### src/rtl/irq_cmd_pkg.sv
package irq_cmd_pkg;
  typedef enum logic [1:0] {
    INIT_IDLE = 2'd0,
    INIT_BASE = 2'd1,
    INIT_CASC = 2'd2,
    INIT_MODE = 2'd3
  } init_st_e;

  localparam logic [2:0] OP_ROT_OFF = 3'd0;
  localparam logic [2:0] OP_NS_EOI  = 3'd1;
  localparam logic [2:0] OP_NOP     = 3'd2;
  localparam logic [2:0] OP_SP_EOI  = 3'd3;
  localparam logic [2:0] OP_ROT_ON  = 3'd4;
  localparam logic [2:0] OP_RNS_EOI = 3'd5;
  localparam logic [2:0] OP_SET_PRI = 3'd6;
  localparam logic [2:0] OP_RSP_EOI = 3'd7;
endpackage

### src/rtl/irq_prio_pick.sv
module irq_prio_pick #(
  parameter int N  = 8,
  parameter int IW = $clog2(N)
) (
  input  logic [N-1:0]  vec_i,
  input  logic [IW-1:0] base_i,
  output logic          hit_o,
  output logic [IW:0]   rank_o,
  output logic [IW-1:0] idx_o
);
  localparam int DW2 = 2 * N;

  logic [DW2-1:0] dbl;
  logic [N-1:0]   rot;

  assign dbl = {vec_i, vec_i} >> base_i;
  assign rot = dbl[N-1:0];

  always_comb begin
    rank_o = IW'(0) + (IW+1)'(N);
    for (int i = N - 1; i >= 0; i--) begin
      if (rot[i]) rank_o = (IW+1)'(i);
    end
  end

  assign hit_o = |vec_i;
  assign idx_o = IW'(rank_o[IW-1:0] + base_i);
endmodule

### src/rtl/irq_cfg_regs.sv
module irq_cfg_regs
  import irq_cmd_pkg::*;
#(
  parameter int N  = 8,
  parameter int DW = 8
) (
  input  logic          clk_i,
  input  logic          rst_ni,
  input  logic          wr_i,
  input  logic          rd_i,
  input  logic          addr_i,
  input  logic [DW-1:0] wdata_i,
  output logic [N-1:0]  imr_o,
  output logic [DW-1:0] vbase_o,
  output logic          sfnm_o,
  output logic          aeoi_o,
  output logic          rot_aeoi_o,
  output logic          smm_o,
  output logic          rsel_o,
  output logic          poll_o,
  output logic          init_o
);
  localparam int IW = $clog2(N);
  localparam logic [DW-1:0] VB_MASK = ~DW'((1 << IW) - 1);

  init_st_e st_q;
  logic     init4_q;
  logic     w0, w1, icw1, ocw3, ocw2;
  logic [2:0] op;

  assign w0   = wr_i && !addr_i;
  assign w1   = wr_i && addr_i;
  assign icw1 = w0 && wdata_i[4];
  assign ocw3 = w0 && !wdata_i[4] && wdata_i[3];
  assign ocw2 = w0 && !wdata_i[4] && !wdata_i[3];
  assign op   = wdata_i[7:5];
  assign init_o = icw1;

  always_ff @(posedge clk_i or negedge rst_ni) begin
    if (!rst_ni) begin
      st_q       <= INIT_IDLE;
      init4_q    <= 1'b0;
      imr_o      <= '0;
      vbase_o    <= '0;
      sfnm_o     <= 1'b0;
      aeoi_o     <= 1'b0;
      rot_aeoi_o <= 1'b0;
      smm_o      <= 1'b0;
      rsel_o     <= 1'b0;
      poll_o     <= 1'b0;
    end else begin
      if (rd_i && poll_o) poll_o <= 1'b0;
      if (icw1) begin
        init4_q <= wdata_i[0];
        imr_o   <= '0;
        smm_o   <= 1'b0;
        rsel_o  <= 1'b0;
        if (!wdata_i[0]) begin
          sfnm_o <= 1'b0;
          aeoi_o <= 1'b0;
        end
        st_q <= INIT_BASE;
      end else if (ocw3) begin
        if (wdata_i[2]) poll_o <= 1'b1;
        if (wdata_i[1]) rsel_o <= wdata_i[0];
        if (wdata_i[6]) smm_o  <= wdata_i[5];
      end else if (ocw2) begin
        if (op == OP_ROT_OFF || op == OP_ROT_ON) rot_aeoi_o <= op[2];
      end
      if (w1) begin
        unique case (st_q)
          INIT_IDLE: imr_o <= wdata_i[N-1:0];
          INIT_BASE: begin
            vbase_o <= wdata_i & VB_MASK;
            st_q    <= INIT_CASC;
          end
          INIT_CASC: st_q <= init4_q ? INIT_MODE : INIT_IDLE;
          INIT_MODE: begin
            sfnm_o <= wdata_i[4];
            aeoi_o <= wdata_i[1];
            st_q   <= INIT_IDLE;
          end
          default: st_q <= INIT_IDLE;
        endcase
      end
    end
  end


  icw1_clear_chk: assert property (@(posedge clk_i) disable iff (!rst_ni)
    icw1 |=> (imr_o == '0) && (st_q == INIT_BASE) && !rsel_o && !smm_o);


  base_store_chk: assert property (@(posedge clk_i) disable iff (!rst_ni)
    (w1 && !icw1 && st_q == INIT_BASE) |=> (vbase_o == ($past(wdata_i) & VB_MASK)));


  poll_disarm_chk: assert property (@(posedge clk_i) disable iff (!rst_ni)
    (rd_i && poll_o && !wr_i) |=> !poll_o);
endmodule

### src/rtl/irq_req_regs.sv
module irq_req_regs #(
  parameter int N  = 8,
  parameter int IW = $clog2(N)
) (
  input  logic          clk_i,
  input  logic          rst_ni,
  input  logic [N-1:0]  irq_i,
  input  logic          lvl_clr_i,
  input  logic [N-1:0]  irr_clr_i,
  input  logic [N-1:0]  isr_set_i,
  input  logic [N-1:0]  isr_clr_i,
  input  logic          base_we_i,
  input  logic [IW-1:0] base_d_i,
  output logic [N-1:0]  irr_o,
  output logic [N-1:0]  isr_o,
  output logic [IW-1:0] base_o
);
  logic [N-1:0] last_q;
  logic [N-1:0] edge_hit;

  assign edge_hit = irq_i & ~last_q;

  always_ff @(posedge clk_i or negedge rst_ni) begin
    if (!rst_ni) begin
      last_q <= '0;
      irr_o  <= '0;
      isr_o  <= '0;
      base_o <= '0;
    end else begin
      last_q <= lvl_clr_i ? '0 : irq_i;
      irr_o  <= (irr_o & ~irr_clr_i) | edge_hit;
      isr_o  <= (isr_o & ~isr_clr_i) | isr_set_i;
      if (base_we_i) base_o <= base_d_i;
    end
  end

  for (genvar k = 0; k < N; k++) begin : g_chk

    edge_set_chk: assert property (@(posedge clk_i) disable iff (!rst_ni)
      (irq_i[k] && !last_q[k]) |=> irr_o[k]);

    isr_clear_chk: assert property (@(posedge clk_i) disable iff (!rst_ni)
      (isr_clr_i[k] && !isr_set_i[k]) |=> !isr_o[k]);
  end
endmodule

### src/rtl/irq_cmd_decoder.sv
module irq_cmd_decoder
  import irq_cmd_pkg::*;
#(
  parameter int N  = 8,
  parameter int DW = 8
) (
  input  logic          clk_i,
  input  logic          rst_ni,
  input  logic          wr_i,
  input  logic          rd_i,
  input  logic          addr_i,
  input  logic [DW-1:0] wdata_i,
  output logic [DW-1:0] rdata_o,
  input  logic [N-1:0]  irq_i,
  input  logic          ack_i,
  output logic [DW-1:0] vector_o,
  output logic          int_o
);
  localparam int IW      = $clog2(N);
  localparam int CAS_BIT = 2;
  localparam logic [IW-1:0] SPUR = IW'(N - 1);

  logic [N-1:0]  imr, irr, isr;
  logic [DW-1:0] vbase;
  logic          sfnm, aeoi, rot_aeoi, smm, rsel, poll, init_go;
  logic [IW-1:0] base;

  logic          p_hit, c_hit, e_hit;
  logic [IW:0]   p_rank, c_rank, e_rank;
  logic [IW-1:0] p_idx, c_idx, e_idx;
  logic [N-1:0]  pend_vec, cur_vec;
  logic          win, take, pread;

  logic          ocw2;
  logic [2:0]    op;
  logic [IW-1:0] arg;
  logic [N-1:0]  irr_clr, isr_set, isr_clr;
  logic          base_we;
  logic [IW-1:0] base_d;

  irq_cfg_regs #(.N(N), .DW(DW)) u_cfg (
    .clk_i, .rst_ni, .wr_i, .rd_i, .addr_i, .wdata_i,
    .imr_o(imr), .vbase_o(vbase), .sfnm_o(sfnm), .aeoi_o(aeoi),
    .rot_aeoi_o(rot_aeoi), .smm_o(smm), .rsel_o(rsel), .poll_o(poll),
    .init_o(init_go)
  );

  assign pend_vec = irr & ~imr;
  always_comb begin
    cur_vec = isr;
    if (sfnm) cur_vec[CAS_BIT] = 1'b0;
    if (smm)  cur_vec = cur_vec & ~imr;
  end

  irq_prio_pick #(.N(N), .IW(IW)) u_pend (
    .vec_i(pend_vec), .base_i(base), .hit_o(p_hit), .rank_o(p_rank), .idx_o(p_idx));
  irq_prio_pick #(.N(N), .IW(IW)) u_cur (
    .vec_i(cur_vec), .base_i(base), .hit_o(c_hit), .rank_o(c_rank), .idx_o(c_idx));
  irq_prio_pick #(.N(N), .IW(IW)) u_eoi (
    .vec_i(isr), .base_i(base), .hit_o(e_hit), .rank_o(e_rank), .idx_o(e_idx));

  assign win   = p_hit && (p_rank < c_rank);
  assign take  = ack_i && win;
  assign pread = rd_i && poll && win;

  assign ocw2 = wr_i && !addr_i && !wdata_i[4] && !wdata_i[3];
  assign op   = wdata_i[7:5];
  assign arg  = wdata_i[IW-1:0];

  always_comb begin
    irr_clr = '0;
    isr_set = '0;
    isr_clr = '0;
    base_we = 1'b0;
    base_d  = base;
    if (take) begin
      irr_clr[p_idx] = 1'b1;
      if (!aeoi) isr_set[p_idx] = 1'b1;
      else if (rot_aeoi) begin
        base_we = 1'b1;
        base_d  = IW'(p_idx + 1'b1);
      end
    end
    if (pread) begin
      irr_clr[p_idx] = 1'b1;
      isr_clr[p_idx] = 1'b1;
    end
    if (ocw2) begin
      unique case (op)
        OP_NS_EOI:  if (e_hit) isr_clr[e_idx] = 1'b1;
        OP_RNS_EOI: if (e_hit) begin
          isr_clr[e_idx] = 1'b1;
          base_we = 1'b1;
          base_d  = IW'(e_idx + 1'b1);
        end
        OP_SP_EOI:  isr_clr[arg] = 1'b1;
        OP_RSP_EOI: begin
          isr_clr[arg] = 1'b1;
          base_we = 1'b1;
          base_d  = IW'(arg + 1'b1);
        end
        OP_SET_PRI: begin
          base_we = 1'b1;
          base_d  = IW'(arg + 1'b1);
        end
        default: ;
      endcase
    end
    if (init_go) begin
      base_we = 1'b1;
      base_d  = '0;
    end
  end

  irq_req_regs #(.N(N), .IW(IW)) u_req (
    .clk_i, .rst_ni, .irq_i, .lvl_clr_i(init_go),
    .irr_clr_i(irr_clr), .isr_set_i(isr_set), .isr_clr_i(isr_clr),
    .base_we_i(base_we), .base_d_i(base_d),
    .irr_o(irr), .isr_o(isr), .base_o(base)
  );

  always_comb begin
    if (poll)        rdata_o = DW'(win ? p_idx : SPUR);
    else if (addr_i) rdata_o = DW'(imr);
    else if (rsel)   rdata_o = DW'(isr);
    else             rdata_o = DW'(irr);
  end

  assign vector_o = vbase | DW'(win ? p_idx : SPUR);
  assign int_o    = win;


  int_src_chk: assert property (@(posedge clk_i) disable iff (!rst_ni)
    int_o |-> |(irr & ~imr));


  ack_isr_chk: assert property (@(posedge clk_i) disable iff (!rst_ni)
    (ack_i && int_o && !aeoi && !wr_i && !rd_i) |=> isr[$past(p_idx)] && !irr[$past(p_idx)]);


  ack_idle_chk: assert property (@(posedge clk_i) disable iff (!rst_ni)
    (ack_i && !int_o && !wr_i && !rd_i) |=> $stable(isr));


  reset_idle_chk: assert property (@(posedge clk_i) disable iff (!rst_ni)
    (isr == '0 && irr == '0) |-> !int_o);
endmodule

### config.mk
export PLATFORM = sky130hd
export DESIGN_NAME = irq_cmd_decoder
export DESIGN_NICKNAME = d
export VERILOG_FILES = /design/src/rtl/irq_cmd_pkg.sv /design/src/rtl/irq_prio_pick.sv /design/src/rtl/irq_cfg_regs.sv /design/src/rtl/irq_req_regs.sv /design/src/rtl/irq_cmd_decoder.sv
export SDC_FILE = /design/constraint.sdc
export NUM_CORES = 1
export LEC_CHECK = 0
export BUFFER_PORTS_ARGS = -buffer_cell sky130_fd_sc_hd__buf_2
export CORE_MARGIN = 2
export CORE_UTILIZATION = 37
export CTS_CLUSTER_DIAMETER = 60
export CTS_CLUSTER_SIZE = 12
export DETAILED_ROUTE_END_ITERATION = 7
export PLACE_DENSITY_LB_ADDON = 0.3
export REMOVE_ABC_BUFFERS = 1
export SYNTH_ARGS = -nofsm -noshare
export SYNTH_HDL_FRONTEND = slang
export SYNTH_HIERARCHICAL = 1
export SYNTH_SLANG_ARGS = --single-unit
### constraint.sdc
create_clock -name clk_i -period 3.8 [get_ports clk_i]
set_clock_uncertainty 0.15 [all_clocks]
set_input_delay 0 -clock clk_i [delete_from_list [all_inputs] [get_ports clk_i]]
set_output_delay 0 -clock clk_i [all_outputs]
set_load 0.02 [all_outputs]
==> flow_summary.ini, run 1 <==
[critical_path]
cp_common_cell = inv_2
crit_arrival_ns = 3.92
critPathMaxFanout = 3
cp-start-kind = flip-flop
cpPeakStageDelay_ns = 0.54
worstPathCellList = buf_4 > mux4_2 > buf_6 > nor2_1 > o211ai_1 > a211o_1 > o21ai_1 > o311ai_1 > ha_2 > inv_2 > fa_2 > inv_2 > ha_1 > xnor2_1 > a31oi_1 > nor3_1 > a311oi_2 > mux2_4
worst_setup_path_end_kind = flip-flop
worstPathRequired_ns = 3.82
crit_slowest_cell = mux4_2
criticalPathCategory = reg -> reg

[die]
core-area_mm2 = 0.0139
dieArea_mm2 = 0.0152
die_w_um = 123
num_rows = 43
start_util_pct = 37.8
die_h_um = 123
ios = 39

[place]
post-place-ws_ns = -0.365
dp_hpwl_um = 12400
io_buffers = 38
gp_congestion = 0.921

[yosys]
syn_area_mm2 = 0.00525
avgSynthCellArea_um2 = 8.46
syn_inst = 621
ys_warn_count = 6

[pwr]
pwr_density_cell_mw_per_mm2 = 961
vdd_ir_drop_max_v = 0.000769
leakage_uw = 0.00322

[cts]
clock_latency_ns = 0.29
clock_path_buffers = 2
clockRootBuffer = clkbuf_16
htree_num_levels = 2
clk_pin_slew_ns = 0.07
cts_num_sinks = 49
cts_tree = built
numCtsBuffers = 5

[detailed_routing]
final_antenna_net_count = 0
wl_per_cell_um = 18.6
drc_errors = 0
vias = 5645
routed_via_density = 5.86
drt_iter0_drc = 419
routed_wl_um = 17900
firstDrtPassIters = 5

[global_routing]
grt_overflow = 0
track_usage_pct = 23.0
grt_pass1_vias = 5441
antenna_found_initial = 0
grt_first_pass_wirelength_um = 27500
grt_max_degree = 50

[sta]
slew_headroom_pct = 55.0
fmax_mhz = 257
finalHoldViolations = 0
finalCritPeriodShare_pct = 103
worst_pin_slew_ns = 0.676
rsz0062_at_grt = yes
final_max_slew_viol_count = 0
setup_viol_count_final = 8
setup_slack_ns = -0.0972
min_period_ns = 3.90

[hold_path]
holdCritPathClass = in -> reg

[layout]
diodes = 0
drive_above_1_share_pct = 44.1
areaGrowthSynthToFinish_pct = 42.9
nets = 814
num-fill-cells = 1313
fin_util_pct = 54.1

[run]
drv_cap = 0

[status]
outcome = finished with violations
violations = setup timing
==> placed cells by master (no fill, tap or decap), drive strengths merged, types with 12 or more instances in the layout <==
cell         instances
dfrtp               49
inv                 49
buf                187
nand3               16
mux2                33
o21ai               18
o22ai               15
a21oi               43
dlygate4sd3         18
nor3                34
nor2                77
nor2b               12
a211oi              13
mux2i               32
mux4                12
nand2               19
==> final cells by class <==
cell class / count / area (µm²) / share of cell area, %
multi-input combinational: 471 / 3980 / 53.1
timing repair buffer: 206 / 1690 / 22.5
sequential: 49 / 1230 / 16.4
tap: 180 / 225 / 3.00
inverter: 49 / 184 / 2.45
clock buffer: 5 / 125 / 1.67
clock inverter: 3 / 65.1 / 0.867
==> per-stage QoR <==
stage / instance area (µm²) / power (µW) / setup TNS (ns) / std cells / hold WS (ns)
CTS: 7020 / 6470 / -0.0408 / 952 / 0.0266
floorplan: 4920 / 3480 / -38.94 / 569 / -0.446
finish: 7510 / 7210 / -0.225 / 963 / 0.0351
detailed placement: 6310 / 5410 / -4.44 / 912 / -0.00481
global placement: 6310 / 5340 / -3.07 / 912 / -0.00895
global route: 7510 / 7620 / -3.48 / 963 / 0.0358
==> power by group <==
part | internal (µW) | total (µW) | switching, µW
Sequential | 647 | 793 | 146
Combinational | 2810 | 5850 | 3040
Clock | 376 | 570 | 194
==> critical path, delay by kind of cell (launching register included) <==
kind,cells,cell delay [ns]
flops,1,0.41
compound gates,6,0.74
xor+xnor,1,0.11
buf+inv,4,0.39
simple gates,2,0.38
fa+ha+maj,3,0.80
mux,2,0.81
==> flip-flops by register name, summed over array words and instances, names as in the netlist <==
register and count:
u_cfg/smm_o 1, u_req/last_q 8, u_cfg/init4_q 1, u_cfg/st_q 2
u_req/isr_o 8, u_req/irr_o 8, u_cfg/vbase_o 5, u_cfg/imr_o 8
u_cfg/poll_o 1, u_cfg/rsel_o 1, u_cfg/sfnm_o 1, u_req/base_o 3
u_cfg/rot_aeoi_o 1, u_cfg/aeoi_o 1
==> path summary, 6_finish.rpt <==
kind / from / cells after the start / slack [ns] / end
max in group asynchronous: rst_ni / 3 / 2.84 / u_req/base_o[2]
worst max register to register: u_req/base_o[1] / 18 / -0.1 / u_req/base_o[2]
worst min register to register: u_req/last_q[0] / 1 / 0.27 / u_req/irr_o[0]
worst min-delay path: wdata_i[2] / 2 / 0.04 / u_cfg/imr_o[2]
min in group asynchronous: rst_ni / 3 / 0.20 / u_cfg/vbase_o[5]
worst max-delay path: u_req/base_o[1] / 18 / -0.1 / u_req/base_o[2]
==> metal layers <==
| layer | track usage (%) | share of wire (%) |
|---|---|---|
| met1 | 31.1 | 44 |
| met2 | 39.4 | 49 |
| met3 | 1.89 | 4.3 |
| met4 | 6.46 | 2.2 |
| met5 | 0 | 0 |
==> timing repair <==
item | 4_1_cts | 5_1_grt
hold buffers | 18 | 0
pin swaps | 11 | 34
gates resized for setup | 63 | 94
endpoints found under the hold margin | 76 | 0
gates cloned | 0 | 1
setup endpoints to repair | 25 | 25
buffers inserted | 14 | 10
Power figures use the tool's default switching activity.
==> run 2, diff against run 1 <==
Settings changed: SYNTH_HIERARCHICAL 1 to not set.
==> flow_summary.ini, run 2 <==
[yosys]
yosysMostFrequentCell = nand2_1
avgSynthCellArea_um2 = 8.43
async_flop_share_pct = 100
ys_types = 72
synth_area_leaders = dfrtp_1 26%, mux4_2 6.7%, mux2i_1 6.0%, nand2_1 5.6%, nor2_1 4.1%
synth_area_leader_cell = dfrtp_1
seq_area_frac_synth_pct = 26.1
ys_warn_count = 0
syn_area_mm2 = 0.00470
synth_ff_type = dfrtp_1
ys_ff_latch = 49
synth_edf_count = 0
synthTopCellsByCount = 70 x nand2_1, 51 x nor2_1, 49 x dfrtp_1
synth_top_area_share_pct = 26.1
syn_inst = 557

[sta]
rsz0062_at_grt = yes
slew_headroom_pct = 24.5
finalHoldViolations = 0
hold_ws_ns = 0.0108
worst_pin_slew_ns = 1.13
finalCritPeriodShare_pct = 110
setup_viol_count_final = 26
min_period_ns = 4.18
setup_slack_ns = -0.380
final_max_slew_viol_count = 0
fmax_mhz = 239

[global_routing]
track_usage_pct = 24.6
antenna_found_initial = 0
grt_max_degree = 50
grt_overflow = 0
grt_pass1_vias = 5018
grt_first_pass_wirelength_um = 26300

[cts]
cts_tree = built
numCtsBuffers = 5
clockRootBuffer = clkbuf_16
clock_path_buffers = 2
clk_pin_slew_ns = 0.08
htree_num_levels = 2
clock_latency_ns = 0.29
cts_num_sinks = 49

[die]
core-area_mm2 = 0.0125
die_h_um = 117
ios = 39
num_rows = 41
start_util_pct = 37.5
dieArea_mm2 = 0.0136
die_w_um = 117

[critical_path]
regToRegSetupSlack_ns = -0.33
crit_arrival_ns = 4.03
worstPathRequired_ns = 3.65
worst_setup_path_end_kind = output pin
r2r-start = u_req.base_o[0]
worstSetupEndpoint = vector_o[2]
r2r_cells = 20
critPathMaxFanout = 15
r2r-end = u_req.isr_o[1]
criticalPathCategory = reg -> out
crit_path_start = u_req.base_o[0]
cp-start-kind = flip-flop

[detailed_routing]
drc_errors = 0
firstDrtPassIters = 8
vias = 5119
wl_per_cell_um = 19.0
drt_iter0_drc = 438
routed_wl_um = 16700
routed_via_density = 5.82
final_antenna_net_count = 0

[status]
violations = setup timing
outcome = finished with violations

[place]
io_buffers = 38
dp_hpwl_um = 11700
gp_congestion = 0.887

[layout]
nets = 738
areaGrowthSynthToFinish_pct = 45.4
final_cell_mix = 107 x buf_4, 69 x nand2_1, 49 x nor2_1
layout_commonest_cell = buf_4
diodes = 0
fin_util_pct = 54.6
drive_above_1_share_pct = 39.9

[hold_path]
holdCritPathClass = in -> reg

[run]
drv_cap = 0
run 2: worst max-delay path, stage by stage (launching register included):
cell and delay [ns]:
dfrtp_2 0.46, buf_6 0.18, nor2b_1 0.37, a221oi_2 0.11
a311oi_1 0.46, a21oi_2 0.06, nand3_1 0.13, a211o_1 0.13
nand2b_1 0.11, ha_1 0.23, a211o_1 0.27, a211oi_2 0.13
o21ai_1 0.09, o31a_1 0.34, buf_6 0.17, inv_4 0.05
and2_4 0.16, buf_6 0.10, inv_1 0.03, buf_2 0.14
run 2: worst min-delay path by stage:
stage / endpoint / cells after the start / startpoint / slack (ns)
5_1_grt: u_cfg.st_q[1] / 3 / addr_i / 0.06
3_5_place_dp: u_req.last_q[0] / 2 / irq_i[0] / 0.08
3_3_place_gp: u_req.last_q[0] / 2 / irq_i[0] / 0.07
4_1_cts: u_cfg.st_q[1] / 3 / addr_i / 0.007
2_1_floorplan: u_cfg.aeoi_o / 0 / rst_ni / -0.45
6_report: u_cfg.st_q[1] / 3 / addr_i / 0.01
run 2: kinds of logic after synthesis:
logic type                 synth area share, %
AOI/OAI and AO/OA                         22.8
xor gates and xnor gates                  2.24
adders and majority gates                 2.98
buffers and inverters                     5.30
DFF                                       26.1
muxes                                     15.6
and+or+nand+nor                           25.0
run 2: final cells by class:
type	instances	area (µm²)
clock buffers	5	125
clock inverters	3	28.8
fillers	1125	5680
inverters	14	61.3
multi-input cells	453	3700
flip-flops and latches	49	1230
well taps	172	215
repair buffers	183	1470
run 2: timing repair:
item / in CTS / in global routing
endpoints found under the setup margin: 26 / 26
gates resized for setup: 89 / 43
setup buffers: 14 / 9
pin swaps: 13 / 8
hold buffers: 20 / 0
endpoints found under the hold margin: 86 / 0
run 2: per-layer routing:
| metal | global-route usage (%) | up-vias | share of wire, % |
|---|---|---|---|
| met5 | 0 | - | 0 |
| met4 | 7.84 | 0 | 2.7 |
| met3 | 3.22 | 38 | 5.5 |
| met2 | 41.4 | 223 | 49 |
| met1 | 33.0 | 2474 | 42 |
| li1 | - | 2384 | - |
run 2: per-stage QoR:
step                      std cells  worst slack, ns  setup TNS (ns)  instance area (µm²)
final                           879           -0.380           -7.51                 6830
after global routing            879           -0.575          -12.67                 6830
after CTS                       874           -0.305           -5.06                 6570
after detailed placement        833           -0.460           -8.37                 5740
after global placement          833           -0.421           -6.60                 5740
after floorplan                 516            -1.28          -29.44                 4500
Power of run 2 is not shown: default switching activity piles up to over one toggle a cycle in this logic, so the estimate is an artifact.
==> run 3, diff against run 2 <==
Settings changed: CORE_MARGIN 2 to not set, PLACE_DENSITY set to 0.63, PLACE_DENSITY_LB_ADDON 0.3 to not set.
==> flow_summary.ini, run 3 (synthesis gave the netlist of run 2 again) <==
[status]
outcome = finished with violations
violations = setup timing

[cts]
clockRootBuffer = clkbuf_16
clock_latency_ns = 0.30
htree_num_levels = 2
clock_path_buffers = 2
cts_num_sinks = 49
numCtsBuffers = 5
cts_tree = built
clk_pin_slew_ns = 0.07

[die]
ios = 39
die_w_um = 115
core-area_mm2 = 0.0122
num_rows = 40
start_util_pct = 38.5
dieArea_mm2 = 0.0132
die_h_um = 115

[detailed_routing]
drt_iter0_drc = 442
vias = 5079
routed_wl_um = 16400
wl_per_cell_um = 18.6
firstDrtPassIters = 5
final_antenna_net_count = 0
routed_via_density = 5.74
drc_errors = 0

[critical_path]
worst_setup_path_end_kind = flip-flop
worstPathRequired_ns = 3.86
criticalPathCategory = reg -> reg
crit_arrival_ns = 4.25
cp-start-kind = flip-flop
critPathMaxFanout = 7

[global_routing]
antenna_found_initial = 1
track_usage_pct = 25.5
grt_pass1_vias = 5056
grt_first_pass_wirelength_um = 26300
grt_max_degree = 50
grt_overflow = 0

[place]
gp_congestion = 0.886
io_buffers = 38
dp_hpwl_um = 11600
post-place-ws_ns = -0.395

[sta]
fin_tns_setup_ns = -6.17
finalHoldViolations = 0
slew_headroom_pct = 22.4
rsz0062_at_grt = yes
finalCritPeriodShare_pct = 110
min_period_ns = 4.19
final_max_slew_viol_count = 0
worst_pin_slew_ns = 1.16
fmax_mhz = 239
setup_slack_ns = -0.392
setup_viol_count_final = 26

[layout]
areaGrowthSynthToFinish_pct = 46.4
layout_commonest_cell = buf_4
fin_util_pct = 56.3
drive_above_1_share_pct = 39.4
final_cell_mix = 111 x buf_4, 68 x nand2_1, 49 x nor2_1
nets = 747

[hold_path]
holdCritPathClass = in -> reg

[run]
drv_cap = 0
run 3: changes by cell type in the layout (fill, tap and decap cells not counted), moves of 3 or more:
| cell | before | now |
|---|---|---|
| nor4_4 | 4 | 1 |
| buf_4 | 107 | 111 |
| mux2i_1 | 27 | 24 |
| a21oi_2 | 4 | 1 |
| buf_6 | 20 | 25 |
| a21oi_1 | 34 | 37 |
| nand2b_4 | 7 | 4 |
run 3: final timing paths:
kind	start	end	slack, ns	depth (start not counted)
max in group asynchronous	rst_ni	u_req.base_o[0]	2.80	3
min in group asynchronous	rst_ni	u_cfg.vbase_o[6]	0.22	3
hold / removal	addr_i	u_cfg.st_q[1]	0.02	3
setup / recovery	u_req.base_o[2]	u_req.isr_o[4]	-0.39	15
hold reg to reg	u_req.last_q[5]	u_req.irr_o[5]	0.26	1
setup reg to reg	u_req.base_o[2]	u_req.isr_o[4]	-0.39	15
run 3: what timing repair did:
action | 4_1_cts | 5_1_grt
buffers inserted | 17 | 6
endpoints found under the hold margin | 86 | 0
endpoints found under the setup margin | 26 | 26
pin swaps | 23 | 14
resized for setup | 81 | 48
hold buffers | 22 | 0
run 3: metrics by stage:
step                area [µm²]  std cells  hold WS [ns]
floorplan                 4500        516        -0.446
global placement          5770        832      -0.00308
detailed placement        5770        832      -0.00201
CTS                       6580        879       0.00520
global route              6880        885        0.0844
finish                    6880        885        0.0208
run 3: metal layers:
layer  share of wire [%]  vias to the layer above  wire (µm)  global-route usage (%)
li1                    -                     2403          -                       -
met1                  44                     2506       7250                    33.3
met2                  50                      141       8150                    43.3
met3                 4.1                       27        675                    3.71
met4                 1.9                        2        319                    7.62
met5                0.22                        -         36                    2.35
run 3: worst max-delay path, cell delays in order, from the launching register on:
cell and delay (ns):
dfrtp_2 0.47, buf_6 0.15, inv_8 0.08, mux2i_1 0.09, mux4_2 0.48, or4b_4 0.58, nor2_4 0.11, ha_4 0.20
a211o_1 0.31, a211oi_2 0.15, o21ai_1 0.08, o31a_1 0.32, buf_6 0.16, buf_6 0.12, or3_4 0.43, o22ai_2 0.21
run 3: layout make-up:
cell class	instances	area, µm²
fillers	1091	5330
multi-input cells	453	3660
repair buffers	192	1550
flip-flops and latches	49	1230
well taps	168	210
clock buffers	6	139
inverters	14	63.8
clock inverters	2	16.3
diodes	1	2.50
Power of run 3 is left out for the same reason.
